## config.mk

```make
export PLATFORM = sky130hd
export DESIGN_NAME = pgwr_engine
export DESIGN_NICKNAME = d
export VERILOG_FILES = /design/src/rtl/pgwr_pkg.sv /design/src/rtl/pgwr_fill.sv /design/src/rtl/pgwr_timer.sv /design/src/rtl/pgwr_engine.sv
export SDC_FILE = /design/constraint.sdc
export NUM_CORES = 1
export LEC_CHECK = 0
export BUFFER_PORTS_ARGS = -buffer_cell sky130_fd_sc_hd__buf_2
export CAP_MARGIN = 20
export CORE_ASPECT_RATIO = 1.5
export CORE_MARGIN = 2
export CORE_UTILIZATION = 50
export DETAILED_ROUTE_END_ITERATION = 8
export PLACE_DENSITY = 0.73
export SETUP_SLACK_MARGIN = 0.5
export SLEW_MARGIN = 5
export SYNTH_ARGS = -nofsm -noshare
export SYNTH_HDL_FRONTEND = slang
export SYNTH_SLANG_ARGS = --single-unit
```

## constraint.sdc

```tcl
create_clock -name clk -period 2.4 [get_ports clk]
set_input_delay 0.12 -clock clk [delete_from_list [all_inputs] [get_ports clk]]
set_output_delay 0.12 -clock clk [all_outputs]
set_load 0.005 [all_outputs]
```

## src/rtl/pgwr_pkg.sv

```systemverilog
package pgwr_pkg;

  typedef enum logic [1:0] {
    ENG_IDLE,
    ENG_FILL,
    ENG_WAIT,
    ENG_COPY
  } eng_state_t;

  // Splice an in-page offset into the page field of a full address.
  function automatic logic [15:0] join_addr(input logic [15:0] base,
                                            input logic [15:0] ofs,
                                            input int          ofs_w);
    logic [15:0] mask;
    mask = (16'h1 << ofs_w) - 16'h1;
    return (base & ~mask) | (ofs & mask);
  endfunction

  // Decide whether a finished transfer may be committed.
  function automatic logic commit_ok(input logic       aligned,
                                     input logic       any_byte,
                                     input logic       many_bytes,
                                     input logic       is_status);
    return aligned && any_byte && !(is_status && many_bytes);
  endfunction

endpackage

```

## src/rtl/pgwr_fill.sv

```systemverilog
module pgwr_fill #(
  parameter int PAGE  = 32,
  parameter int OFS_W = $clog2(PAGE)
) (
  input  logic             clk,
  input  logic             rst_n,
  input  logic             clr,
  input  logic [OFS_W-1:0] load_ofs,
  input  logic             wr_en,
  input  logic [7:0]       wr_data,
  input  logic [OFS_W-1:0] rd_slot,
  output logic [7:0]       rd_data,
  output logic             rd_valid,
  output logic             any_byte,
  output logic             many_bytes
);

  logic [7:0]       slot_mem [PAGE];
  logic [PAGE-1:0]  slot_vld;
  logic [OFS_W-1:0] wptr;

  always_ff @(posedge clk or negedge rst_n) begin
    if (!rst_n) begin
      slot_vld   <= '0;
      wptr       <= '0;
      any_byte   <= 1'b0;
      many_bytes <= 1'b0;
    end else if (clr) begin
      slot_vld   <= '0;
      wptr       <= load_ofs;
      any_byte   <= 1'b0;
      many_bytes <= 1'b0;
    end else if (wr_en) begin
      slot_vld[wptr] <= 1'b1;
      wptr           <= wptr + 1'b1;
      many_bytes     <= any_byte;
      any_byte       <= 1'b1;
    end
  end

  always_ff @(posedge clk) begin
    if (wr_en && !clr) slot_mem[wptr] <= wr_data;
  end

  assign rd_data  = slot_mem[rd_slot];
  assign rd_valid = slot_vld[rd_slot];

endmodule

```

## src/rtl/pgwr_timer.sv

```systemverilog
module pgwr_timer #(
  parameter int WAIT_CYC = 50000,
  parameter int TW       = (WAIT_CYC > 2) ? $clog2(WAIT_CYC) : 1
) (
  input  logic clk,
  input  logic rst_n,
  input  logic load,
  input  logic run,
  output logic done
);

  logic [TW-1:0] remain;

  always_ff @(posedge clk or negedge rst_n) begin
    if (!rst_n)                    remain <= '0;
    else if (load)                 remain <= TW'(WAIT_CYC - 1);
    else if (run && remain != '0)  remain <= remain - 1'b1;
  end

  assign done = (remain == '0);

endmodule

```

## src/rtl/pgwr_engine.sv

```systemverilog
module pgwr_engine
  import pgwr_pkg::*;
#(
  parameter int ADDR_W   = 13,
  parameter int PAGE     = 32,
  parameter int WAIT_CYC = 50000
) (
  input  logic              clk,
  input  logic              rst_n,
  input  logic              wel,
  input  logic              start_arr,
  input  logic              start_stat,
  input  logic [ADDR_W-1:0] start_addr,
  input  logic              byte_vld,
  input  logic [7:0]        byte_data,
  input  logic [2:0]        bit_cnt,
  input  logic              cs_rise,
  output logic [ADDR_W-1:0] prot_addr,
  input  logic              prot_hit,
  output logic              busy,
  output logic              arr_we,
  output logic [ADDR_W-1:0] arr_addr,
  output logic [7:0]        arr_wdata,
  output logic              st_we,
  output logic [7:0]        st_wdata,
  output logic              wel_clr
);

  localparam int OFS_W = $clog2(PAGE);
  localparam logic [OFS_W-1:0] LAST_SLOT = OFS_W'(PAGE - 1);

  eng_state_t        state;
  logic              is_stat;
  logic [ADDR_W-1:0] page_base;
  logic [OFS_W-1:0]  slot;

  // Named internal events
  logic take_start;
  logic accept_evt;
  logic cancel_evt;
  logic fill_wr;
  logic in_copy;
  logic last_slot;
  logic tmr_done;

  logic [7:0] buf_data;
  logic       buf_valid;
  logic       any_byte;
  logic       many_bytes;

  assign take_start = (state == ENG_IDLE) && wel && (start_arr || start_stat);
  assign fill_wr    = (state == ENG_FILL) && byte_vld;
  assign accept_evt = (state == ENG_FILL) && cs_rise &&
                      commit_ok(bit_cnt == 3'd0, any_byte, many_bytes, is_stat);
  assign cancel_evt = (state == ENG_FILL) && cs_rise && !accept_evt;
  assign in_copy    = (state == ENG_COPY);
  assign last_slot  = (slot == LAST_SLOT);

  pgwr_fill #(.PAGE(PAGE), .OFS_W(OFS_W)) u_fill (
    .clk        (clk),
    .rst_n      (rst_n),
    .clr        (take_start),
    .load_ofs   (start_arr ? start_addr[OFS_W-1:0] : '0),
    .wr_en      (fill_wr),
    .wr_data    (byte_data),
    .rd_slot    (slot),
    .rd_data    (buf_data),
    .rd_valid   (buf_valid),
    .any_byte   (any_byte),
    .many_bytes (many_bytes)
  );

  pgwr_timer #(.WAIT_CYC(WAIT_CYC)) u_timer (
    .clk   (clk),
    .rst_n (rst_n),
    .load  (accept_evt),
    .run   (state == ENG_WAIT),
    .done  (tmr_done)
  );

  always_ff @(posedge clk or negedge rst_n) begin
    if (!rst_n) begin
      state     <= ENG_IDLE;
      is_stat   <= 1'b0;
      page_base <= '0;
      slot      <= '0;
    end else begin
      unique case (state)
        ENG_IDLE: if (take_start) begin
          state     <= ENG_FILL;
          is_stat   <= !start_arr;
          page_base <= start_arr ? start_addr : '0;
        end
        ENG_FILL: begin
          if (accept_evt)      state <= ENG_WAIT;
          else if (cancel_evt) state <= ENG_IDLE;
        end
        ENG_WAIT: if (tmr_done) begin
          state <= ENG_COPY;
          slot  <= '0;
        end
        ENG_COPY: begin
          slot <= slot + 1'b1;
          if (last_slot) state <= ENG_IDLE;
        end
        default: state <= ENG_IDLE;
      endcase
    end
  end

  assign prot_addr = ADDR_W'(join_addr(16'(page_base), 16'(slot), OFS_W));
  assign busy      = (state == ENG_WAIT) || in_copy;
  assign arr_we    = in_copy && !is_stat && buf_valid && !prot_hit;
  assign arr_addr  = prot_addr;
  assign arr_wdata = buf_data;
  assign st_we     = in_copy && is_stat && (slot == '0);
  assign st_wdata  = buf_data;
  assign wel_clr   = in_copy && last_slot;

endmodule

```

# ---- Word level (Yosys, flattened, before mapping)
# Memory sizes are Yosys's and may differ from the RTL's.
# Cells that the tools add are included.
dict set report totals {
  latch_bits 0
  out_inout_bits 46
  input_bits 32
  register_bits 76
  n_memories 1
  mem_bits_rw 256
  mem_bits_ro 0
}
dict set report classes {
  order_cmp 3
  add_sub_neg 3
  muxes 26
  multipliers 0
  n_reduce_logical 37
  n_div 0
  bitwise_logic 2
  n_eq_ne 8
  shift 0
}
# name depth word_bits rd rd_ports_with_merged_regs wr line_no
set mem_list {}
lappend mem_list {u_fill.slot_mem 32 8 1 0 1 pgwr_fill.sv:18} ;# logic [7:0] slot_mem [PAGE];
# operator n
set ops {}
lappend ops {{2-to-1 mux 32 bit} 2}
lappend ops {{2-to-1 mux 16 bit} 2}
lappend ops {{bitwise OR 32 bit} 1}
lappend ops {{2-to-1 mux 5 bit} 4}
lappend ops {{logical AND 1 bit} 18}
lappend ops {{zero test 16 bit} 1}
lappend ops {{nonzero test 16 bit} 1}
lappend ops {{subtractor 16 x 1 -> 16 bit (second input constant)} 1}
lappend ops {{2-to-1 mux 13 bit} 1}
lappend ops {{bitwise OR 13 x 5 -> 13 bit} 1}
lappend ops {{< comparator 5 x 6 -> 1 bit (second input constant)} 2}
lappend ops {{adder 5 x 1 -> 5 bit (second input constant)} 2}
lappend ops {{2-to-1 mux 2 bit} 5}
lappend ops {{case mux 5 bit (2 select lines)} 1}
lappend ops {{2-to-1 mux 1 bit} 8}
lappend ops {{case mux 2 bit (4 select lines)} 1}
lappend ops {{zero test 1 bit} 6}
lappend ops {{nonzero test 2 bit} 3}
lappend ops {{binary-select mux 1 bit (select 5 bit)} 1}
lappend ops {{demux 1 bit (select 5 bit)} 1}
lappend ops {{== test 5 bit (second input constant)} 1}
lappend ops {{greater-or-equal comparator 5 x 1 -> 1 bit (second input constant)} 1}
lappend ops {{zero test 5 bit} 1}
lappend ops {{== test 2 bit (second input constant)} 2}
lappend ops {{other kinds (9)} 12}

# ---- Depth between registers and ports, before layout
# Gate-level depths: netlist of the first run.
dict set report logic_depth {
  depth_word 9
  ltp_mapped 8
  ltp_nobuf 7
}

# ---- Cells and area by module
# Synthesis of the first run repeated with hierarchy kept, for this count alone.
dict set report unflattened {
  hier_cells 777
  hier_area_um2 13664.4
}
# module instances cells_per_inst seq_area_each_um2 area_each_um2
set modules_own_cells {}
lappend modules_own_cells {pgwr_fill 1 568 8663.3 11664.9}
lappend modules_own_cells {pgwr_engine 1 113 400.4 1034.7}
lappend modules_own_cells {pgwr_timer 1 96 400.4 964.7}

# ---- Worst setup path after synthesis of the first run
# OpenSTA, ideal clock, no wires.
dict set report synth_path {
  path_kind {register to output}
  from {reg slot[0]}
  to {out st_wdata[0]}
  path_slack_ns -0.073
  stages_incl_launch_ff 7
  t_arrival_ns 2.353
  required_ns 2.280
  cell_sequence {dfrtp_1 > buf_2 > buf_2 > mux4_2 > mux4_2 > mux2_2 > buf_4}
}
dict set report synth_between {
  elab_chain_cells 1
}
# item line_no
set synth_lines {}
lappend synth_lines {{from (decl)} pgwr_engine.sv:35} ;# logic [OFS_W-1:0] slot;
lappend synth_lines {{from (signal assigned)} pgwr_engine.sv:103} ;# slot <= slot + 1'b1;
lappend synth_lines {{memory read (32 x 8 bit)} n/a}
lappend synth_lines {{to (decl)} pgwr_engine.sv:25} ;# output logic [7:0] st_wdata,
# Every way passes these cells.

# ---- Worst setup path after layout of the first run
dict set report layout_path {
  from {reg slot[0]}
  to {out st_wdata[4]}
}
# The elaborated chain is that of the path after synthesis.

==> results.json, run 1 <==
{
  "status": "complete, but fails checks",
  "violations": "setup timing",
  "final_antenna_net_count": 0,
  "fmax_mhz": 340,
  "synthFlopType": "edfxtp_1",
  "crit_chain": "buf_12 -> clkbuf_16 -> mux4_2 -> mux4_2 -> mux2_4 -> buf_6",
  "hp-class": "in2reg",
  "powerDensity_nw_per_um2": 672,
  "yosysTopAreaCell": "edfxtp_1",
  "finClkSkew_ns": 0.0178,
  "firstDrtPassIters": 5,
  "tightest_slew_ns": 0.968,
  "synth_most_common_cell": "edfxtp_1",
  "path_max_fanout": 7,
  "synth-seq-cells": 327,
  "ys_async_sr_fraction": 0.217,
  "final_hold_viol_count": 0,
  "worst_setup_path_start_kind": "flip-flop",
  "grt_pass1_wl_mm": 48.1,
  "clk_path_buf_depth": 3,
  "antenna_found_initial": 0,
  "dp_hpwl_mm": 20.1,
  "arrival_ns": 2.82,
  "synth_fp_nets": 767,
  "drt_iter0_markers": 744,
  "path_class": "reg2out",
  "viasPerCell": 6.16,
  "p_total_mw": 11.3,
  "setup_viol": 18,
  "grt_overflow": 0,
  "dieArea_um2": 28100,
  "multiInputGateArea_um2": 4130,
  "yosysWarnings": 0,
  "synthTopCellsByArea": "edfxtp_1 (57%), mux4_2 (15%), dfrtp_1 (13%)",
  "period_share": 1.23,
  "path_buf_inv": 3,
  "critPathTopFamily": "multiplexers",
  "worstSkewPairLatency_ns": 0.57,
  "fill_cells": 1687,
  "core_um2": 26400,
  "cpPeakStageDelay_ns": 0.53,
  "seq_power_share": 0.544,
  "cts_root_buffer": "clkbuf_16",
  "final-seq-area_um2": 9480,
  "post-route-util": 0.636,
  "crit_top_cell": "mux4_2",
  "timing.slew.headroom": 0.355,
  "combPwrFrac": 0.017,
  "peakVddDrop_uv": 503,
  "wire_per_inst_um": 26.9,
  "rrSetupSlack_ns": 0.18,
  "period_needed_ns": 2.94,
  "track_usage": 0.236,
  "synth_top_cell_area_share": 0.574,
  "grt_max_degree": 41,
  "grt_pass1_vias": 7965,
  "rsz0062_at_grt": "true",
  "drc_errors": 0,
  "synth_cells": 727,
  "cts.sinks": 327,
  "layout_setup_ws_ns": -0.542,
  "diodes": 0,
  "cp_slowest_cell": "mux4_2",
  "rows": 73,
  "p_clk_frac": 0.438,
  "required_ns": 2.28,
  "portBuffers": 77,
  "leakagePower_nw": 6.13,
  "synth_area_per_cell_um2": 18.4,
  "die_h_um": 204,
  "cts_buffers": 30,
  "slew_violations": 0,
  "p_sw_frac": 0.199,
  "end_kind": "primary output",
  "synth_edf_count": 256,
  "h-tree-depth": 1,
  "synth_cell_types": 58,
  "start_util": 0.507,
  "fp.dieW_um": 138,
  "netlist_area_um2": 13400,
  "drive_gt1_frac": 0.437,
  "cts.clk_slew.worst_paths_ns": 0.07,
  "seq_area_frac_synth": 0.707,
  "maxCapViolCount": 0,
  "intPower_mw": 9.03,
  "p_sw_mw": 2.24,
  "globalplace.congestion": 0.825,
  "io_pins": 78,
  "wirelength_mm": 33.6,
  "vias": 7676,
  "ys_top_cells_by_count": "edfxtp_1 (256), mux4_2 (87), dfrtp_1 (71)",
  "cts_tree": "yes",
  "num-nets-final": 926,
  "syn_to_final_growth_pct": 25.3
}
-- path summary, 6_finish.rpt --
kind / start / to / cells after the start
min: byte_data[7] / u_fill.slot_mem[10][7] / 1
max in group asynchronous: rst_n / slot[1] / 2
max reg2reg: u_timer.remain[13] / u_timer.remain[4] / 5
max: slot[0] / st_wdata[4] / 6
min in group asynchronous: rst_n / u_timer.remain[0] / 2
min reg2reg: u_fill.slot_vld[14] / u_fill.slot_vld[14] / 1
-- worst register-to-register path: cells and delay by family (launching register included) --
| family | cells | cell delay [ns] |
|---|---|---|
| AOI/OAI and AO/OA | 2 | 0.41 |
| buffers and inverters | 1 | 0.16 |
| DFF | 1 | 0.38 |
| and+or+nand+nor | 2 | 1.14 |
-- power groups by stage --
stage                     combinational (mW)  sequential, mW  clock [mW]
after floorplan                       0.0430            6.25           0
after global placement                 0.156            6.25           0
after detailed placement               0.168            6.25           0
after CTS                              0.195            6.13        4.99
after global routing                   0.216            6.13        5.22
final                                  0.196            6.14        4.94
-- layout by cell type (no fill, tap or decap), types with 18 or more instances in the layout --
cell           synthesis  layout
nand2_1               36      32
mux4_2                87      87
buf_6                  1      18
edfxtp_1             256     256
buf_2                  8      72
a21o_1                33      33
dlygate4sd3_1          0      21
buf_12                 0      20
buf_4                 24      50
nor2_4                 0      22
clkbuf_16              0      35
dfrtp_1               71      66
-- repair_timing --
item | in CTS | in global routing
setup buffers | 34 | 9
endpoints found under the hold margin | 58 | 0
resized for setup | 35 | 39
pin swaps | 24 | 17
hold buffers | 21 | 0
cloned | 1 | 7
endpoints found under the setup margin | 292 | 91
-- logic make-up after synthesis --
group                    synth area share
AND/OR/NAND/NOR                    0.0476
adder cells (fa/ha/maj)           0.00748
flip-flops                          0.707
XOR/XNOR                          0.00523
buffers and inverters              0.0276
multiplexers                        0.156
AO/OA/AOI/OAI                      0.0492
-- final cells by class --
class                           count  area share
Clock buffer                       31      0.0450
Clock inverter                     25      0.0164
Inverter                            7     0.00157
Multi-Input combinational cell    332       0.246
Sequential cell                   327       0.565
Tap cell                          337      0.0251
Timing Repair Buffer              188       0.101
-- sequential cells by signal, summed over array words and instances, names as in the netlist, named ones only --
register and cells:
page_base 8, slot 5, u_fill.slot_mem 256, u_fill.any_byte 1
is_stat 1, u_timer.remain 16, u_fill.many_bytes 1, u_fill.slot_vld 32
u_fill.wptr 5, state 1
-- metrics by stage --
stage / std cells / setup WS (ns) / cell area, um^2 / setup TNS (ns) / hold WS (ns)
final: 1247 / -0.542 / 16800 / -8.82 / 0.0469
after global routing: 1247 / -0.584 / 16800 / -9.74 / 0.0695
after CTS: 1231 / -0.577 / 16300 / -9.56 / 0.0279
after detailed placement: 1119 / 0.0200 / 14500 / 0 / 0.316
after global placement: 1119 / 0.0418 / 14500 / 0 / 0.277
after floorplan: 727 / 0.156 / 13700 / 0 / -0.176
-- routing by layer --
metal,share of wire,global-route usage
met1,0.36,0.301
met2,0.54,0.405
met3,0.065,0.0325
met4,0.034,0.0987
met5,0,0
(Power assumes the default switching activity.)
==> run 2: changes to the inputs <==
Settings changed: ABC_CLOCK_PERIOD_IN_PS from default to 2400, CORE_MARGIN 2 to default.
==> run 2 against run 1 <==
Effect of this change:
- die area decreased by 2.4%
- utilization decreased by 0.49 points
- combinational power about the same
- register-to-register slack improved by 0.03 ns
- fmax about the same
- non-clock buffer count decreased by 8
- via count decreased by 0.72%
- first-iteration DRC count increased by 0.13%
- the run still ends with setup timing left
- hold slack improved by 0.019 ns
- power decreased by 3.8%
- design area decreased by 0.77%
- worst setup slack got worse by 0.0019 ns
==> results.json, run 2 (synthesis results as in run 1) <==
{
  "dp.cells": 1116,
  "layout_setup_ws_ns": -0.543,
  "fmax_mhz": 340,
  "firstDrtPassIters": 5,
  "rsz0062_at_grt": "true",
  "grt_pass1_wl_mm": 49.6,
  "layout_commonest_cell": "edfxtp_1",
  "drc_errors": 0,
  "finClkSkew_ns": 0.0195,
  "grt_overflow": 0,
  "period_needed_ns": 2.94,
  "peakVddDrop_uv": 539,
  "portBuffers": 77,
  "required_ns": 2.28,
  "io_pins": 78,
  "num-nets-final": 917,
  "final_hold_viol_count": 0,
  "reg2reg_depth": 6,
  "setup_viol": 17,
  "final_cells": 1237,
  "grt_pass1_vias": 8072,
  "grt_max_degree": 72,
  "cts.sinks": 327,
  "hp-class": "in2reg",
  "rows": 73,
  "fp.dieW_um": 136,
  "die_h_um": 202,
  "violations": "setup timing",
  "top_register": "u_fill.slot_mem",
  "track_usage": 0.249,
  "globalplace.congestion": 0.816,
  "arrival_ns": 2.82,
  "wirelength_mm": 33.5,
  "path_max_fanout": 7,
  "leakagePower_nw": 6.05,
  "status": "complete, but fails checks",
  "drt_iter0_markers": 745,
  "cts_buffers": 29,
  "end_kind": "primary output",
  "slew_violations": 0,
  "reg2reg_from": "u_timer.remain[7]",
  "powerDensity_nw_per_um2": 651,
  "diodes": 0,
  "startpoint": "slot[0]",
  "cts_root_buffer": "clkbuf_16",
  "min_from": "wel",
  "layout_common_cells": "edfxtp_1 (256), mux4_2 (87), buf_2 (69)",
  "cts_tree": "yes",
  "maxCapViolCount": 0,
  "core_um2": 26400,
  "path_class": "reg2out",
  "dp_hpwl_mm": 20.2,
  "wire_per_inst_um": 27.1,
  "worstSkewPairLatency_ns": 0.55,
  "tightest_slew_ns": 0.750,
  "p_total_mw": 10.8,
  "h-tree-depth": 1,
  "clk_path_buf_depth": 3,
  "cts.clk_slew.worst_paths_ns": 0.07,
  "hold_depth": 4,
  "dieArea_um2": 27400,
  "worst_setup_path_start_kind": "flip-flop",
  "timing.slew.headroom": 0.498,
  "drive_gt1_frac": 0.424,
  "vias": 7621,
  "final_antenna_net_count": 0,
  "period_share": 1.23,
  "start_util": 0.507,
  "viasPerCell": 6.16,
  "largest_reg_flops": 256,
  "syn_to_final_growth_pct": 24.4,
  "antenna_found_initial": 0,
  "reg.largest.list": "u_fill.slot_mem (256), u_fill.slot_vld (32), u_timer.remain (16)"
}
==> run 2: cell types whose count changed in the layout (fill, tap and decap cells not counted), sizes merged <==
cell | previous run | this run
buf | 161 | 158
bufinv | 5 | 2
clkbuf | 37 | 34
clkinv | 16 | 14
clkinvlp | 3 | 4
dlygate4sd3 | 21 | 20
inv | 8 | 9
==> run 2: final timing paths <==
path | end | slack, ns
hold / removal | is_stat | 0.07
min in group asynchronous | u_timer.remain[0] | 0.12
max in group asynchronous | slot[0] | 1.93
hold reg to reg | u_fill.slot_vld[5] | 0.48
setup reg to reg | u_timer.remain[11] | 0.21
setup / recovery | arr_wdata[2] | -0.54
==> run 2: routing by layer <==
layer | wire length [um] | global-route usage | up-vias
met4 | 1050 | 0.0883 | 0
met1 | 12000 | 0.307 | 3941
met3 | 2340 | 0.0298 | 64
li1 | - | - | 3195
met5 | 0 | 0 | -
met2 | 18100 | 0.444 | 421
==> run 2: area by class of cell <==
cell class / count / area, um^2
flip-flops and latches: 327 / 9470
clock inverters: 22 / 171
fillers: 1735 / 9750
clock buffers: 32 / 737
well taps: 337 / 422
inverters: 7 / 28.8
repair buffers: 180 / 1770
multi-input cells: 332 / 4050
==> run 2: metrics by stage <==
step                setup TNS [ns]  utilization  instance area, um^2  setup WS (ns)  hold slack, ns
detailed placement          -0.120        0.553                14600        -0.0299           0.180
global route                 -9.38        0.631                16600         -0.573           0.107
finish                       -8.61        0.631                16600         -0.543          0.0655
CTS                          -8.62        0.620                16400         -0.537          0.0489
floorplan                        0            -                13700          0.156          -0.176
global placement        -0.0000213        0.553                14600     -0.0000213           0.166
==> run 2: worst max-delay path: stages (launching register included) <==
cell and delay (ns):
dfrtp_4 0.44, buf_12 0.18, buf_6 0.18, mux4_2 0.53, mux4_2 0.52, mux2_4 0.30
buf_2 0.13
==> run 2: what timing repair did <==
item / in CTS / in global routing
gates resized for setup: 43 / 23
setup endpoints to repair: 317 / 172
setup buffers: 35 / 8
pin swaps: 34 / 12
cloned: 2 / 2
hold buffers: 20 / 0
hold endpoints to repair: 89 / 0
==> run 2: power breakdown <==
group	total [mW]	internal [mW]	switching [mW]
clock	4.51	2.44	2.07
sequential	6.13	6.12	0.0151
combinational	0.199	0.0649	0.134
total	10.8	8.63	2.22
==> run 3: changes to the inputs <==
Settings changed: SYNTH_HIERARCHICAL from default to 1.
==> run 3 against run 2 <==
Effect of this change:
- the flow still finishes with violations (setup timing)
- worst setup slack lost 0.052 ns
- largest power group unchanged
- design area up 5.5%
- final cell count up 7.8%
- clock power rose by 2%
- global-route usage down 1.5 points
- routed wire length shrank 1.5%
- highest routed layer unchanged
- first-iteration DRC count up 1.3%
- sequential power rose by 6.7%
- non-clock buffer count up 43
==> results.json, run 3 <==
{
  "synth_cells": 777,
  "peakVddDrop_uv": 797,
  "layout_setup_ws_ns": -0.595,
  "tightest_slew_ns": 0.586,
  "hp-class": "in2async",
  "grt.met2_usage": 0.435,
  "top_register": "u_fill/slot_mem",
  "cts_buffers": 30,
  "finClkSkew_ns": 0.0285,
  "fmax_mhz": 334,
  "synth_fp_nets": 817,
  "postPlaceCellArea_um2": 14800,
  "path_class": "reg2out",
  "grt_pass1_vias": 8238,
  "setup_viol": 18,
  "met3_usage": 0.0246,
  "cp_slowest_cell": "dfrtp_4",
  "synth_cell_types": 55,
  "final_antenna_net_count": 0,
  "portBuffers": 77,
  "fp.dieW_um": 137,
  "crit_chain": "buf_12 -> buf_12 -> mux4_2 -> mux4_2 -> mux2_4 -> nor4b_4 -> buf_2",
  "powerDensity_nw_per_um2": 901,
  "syn_to_final_growth_pct": 28.6,
  "grt-busiest-layer": "met2",
  "slew_violations": 0,
  "core_um2": 26700,
  "start_util": 0.512,
  "required_ns": 2.28,
  "vias": 7871,
  "synth-seq-cells": 327,
  "cts.clk_slew.worst_paths_ns": 0.07,
  "worstSkewPairLatency_ns": 0.57,
  "seq_area_frac_synth": 0.693,
  "cpPeakStageDelay_ns": 0.52,
  "period_needed_ns": 3.00,
  "track_usage": 0.234,
  "final-seq-area_um2": 9480,
  "reg2reg_depth": 6,
  "post-route-util": 0.659,
  "yosysTopAreaCell": "edfxtp_1",
  "arrival_ns": 2.88,
  "rows": 73,
  "clk_path_buf_depth": 3,
  "fill_cells": 1712,
  "status": "complete, but fails checks",
  "synth_area_per_cell_um2": 17.6,
  "ys_top_cells_by_count": "edfxtp_1 (256), mux4_2 (90), dfrtp_1 (71)",
  "maxCapViolCount": 0,
  "timing.slew.headroom": 0.608,
  "netlist_area_um2": 13700,
  "ys_async_sr_fraction": 0.217,
  "globalplace.congestion": 0.761,
  "grt_overflow": 0,
  "io_pins": 78,
  "drc_errors": 0,
  "dp_hpwl_mm": 19.0,
  "die_h_um": 204,
  "cts_root_buffer": "clkbuf_16",
  "layout_common_cells": "edfxtp_1 (256), mux4_2 (90), buf_2 (78)",
  "stdcell_area_um2": 17600,
  "num-nets-final": 1011,
  "cts.sinks": 327,
  "synth_top_cell_area_share": 0.563,
  "largest_reg_flops": 256,
  "multiInputGateArea_um2": 4280,
  "synthFlopType": "edfxtp_1",
  "layout_commonest_cell": "edfxtp_1",
  "path_buf_inv": 3,
  "antenna_found_initial": 2,
  "end_kind": "primary output",
  "path_max_fanout": 7,
  "cts_tree": "yes",
  "viasPerCell": 5.90,
  "period_share": 1.25,
  "synthTopCellsByArea": "edfxtp_1 (56%), mux4_2 (15%), dfrtp_1 (13%)",
  "path_depth": 7,
  "dieArea_um2": 28000,
  "grt_max_degree": 44,
  "drt_iter0_markers": 755,
  "met1_usage": 0.285,
  "synth_most_common_cell": "edfxtp_1",
  "final_hold_viol_count": 0,
  "grt_pass1_wl_mm": 47.7,
  "yosysWarnings": 6,
  "tns_ns": -9.16,
  "reg.largest.list": "u_fill/slot_mem (256), u_fill/slot_vld (32), u_timer/remain (16)",
  "critPathTopFamily": "multiplexers",
  "worst_setup_path_start_kind": "flip-flop",
  "synth_edf_count": 256,
  "h-tree-depth": 1,
  "drive_gt1_frac": 0.451,
  "leakagePower_nw": 6.30,
  "firstDrtPassIters": 5,
  "violations": "setup timing",
  "wirelength_mm": 33.0,
  "wire_per_inst_um": 24.7,
  "rsz0062_at_grt": "true"
}
==> run 3: kinds of logic after synthesis <==
kind of cell               after synthesis  share of synthesized area
adders and majority gates                8                    0.00733
DFF                                    327                      0.693
buffers and inverters                  117                     0.0415
xor gates and xnor gates                 5                    0.00321
and+or+nand+nor                        136                     0.0541
AOI/OAI and AO/OA                       68                     0.0328
muxes                                  116                      0.168
==> run 3: worst paths after layout <==
path,start,endpoint,slack (ns)
min reg2reg,u_fill/slot_vld[28],u_fill/slot_vld[28],0.53
min,rst_n,u_timer/remain[8],0.04
min in group clk,wel,state[0],0.04
max in group asynchronous,rst_n,state[0],1.75
max,slot[1],arr_we,-0.60
max reg2reg,flip-flop,u_timer/remain[15],0.26
==> run 3: routing by layer <==
layer | share of wire | vias to the layer above
met5 | 0 | -
met2 | 0.56 | 291
li1 | - | 3414
met1 | 0.36 | 4101
met3 | 0.050 | 65
met4 | 0.026 | 0
==> run 3: through the flow <==
step	power (mW)	setup slack, ns	cells	hold WS, ns
after detailed placement	10.7	0.0224	1156	0.0785
after floorplan	9.88	0.201	777	-0.176
final	15.8	-0.595	1334	0.0371
after CTS	15.6	-0.567	1301	0.0134
after global placement	10.6	0.0419	1156	0.0717
after global routing	16.5	-0.652	1334	0.0596
==> run 3: final cells by class <==
type,count,area share
flip-flops and latches,327,0.540
multi-input cells,337,0.243
repair buffers,223,0.127
clock buffers,38,0.0456
well taps,337,0.0240
inverters,52,0.0114
clock inverters,18,0.00833
diodes,2,0.000285
==> run 3: repair_timing <==
| action | CTS | global route |
|---|---|---|
| setup buffers | 61 | 25 |
| hold endpoints to repair | 87 | 0 |
| setup endpoints to repair | 294 | 239 |
| gates resized for setup | 21 | 63 |
| hold buffers | 25 | 0 |
| cloned | 3 | 6 |
| pin swaps | 34 | 46 |
==> run 3: power breakdown <==
group	switching, mW	internal, mW	total, mW
Sequential	0.251	6.29	6.54
Combinational	2.00	2.73	4.72
Clock	2.09	2.49	4.58
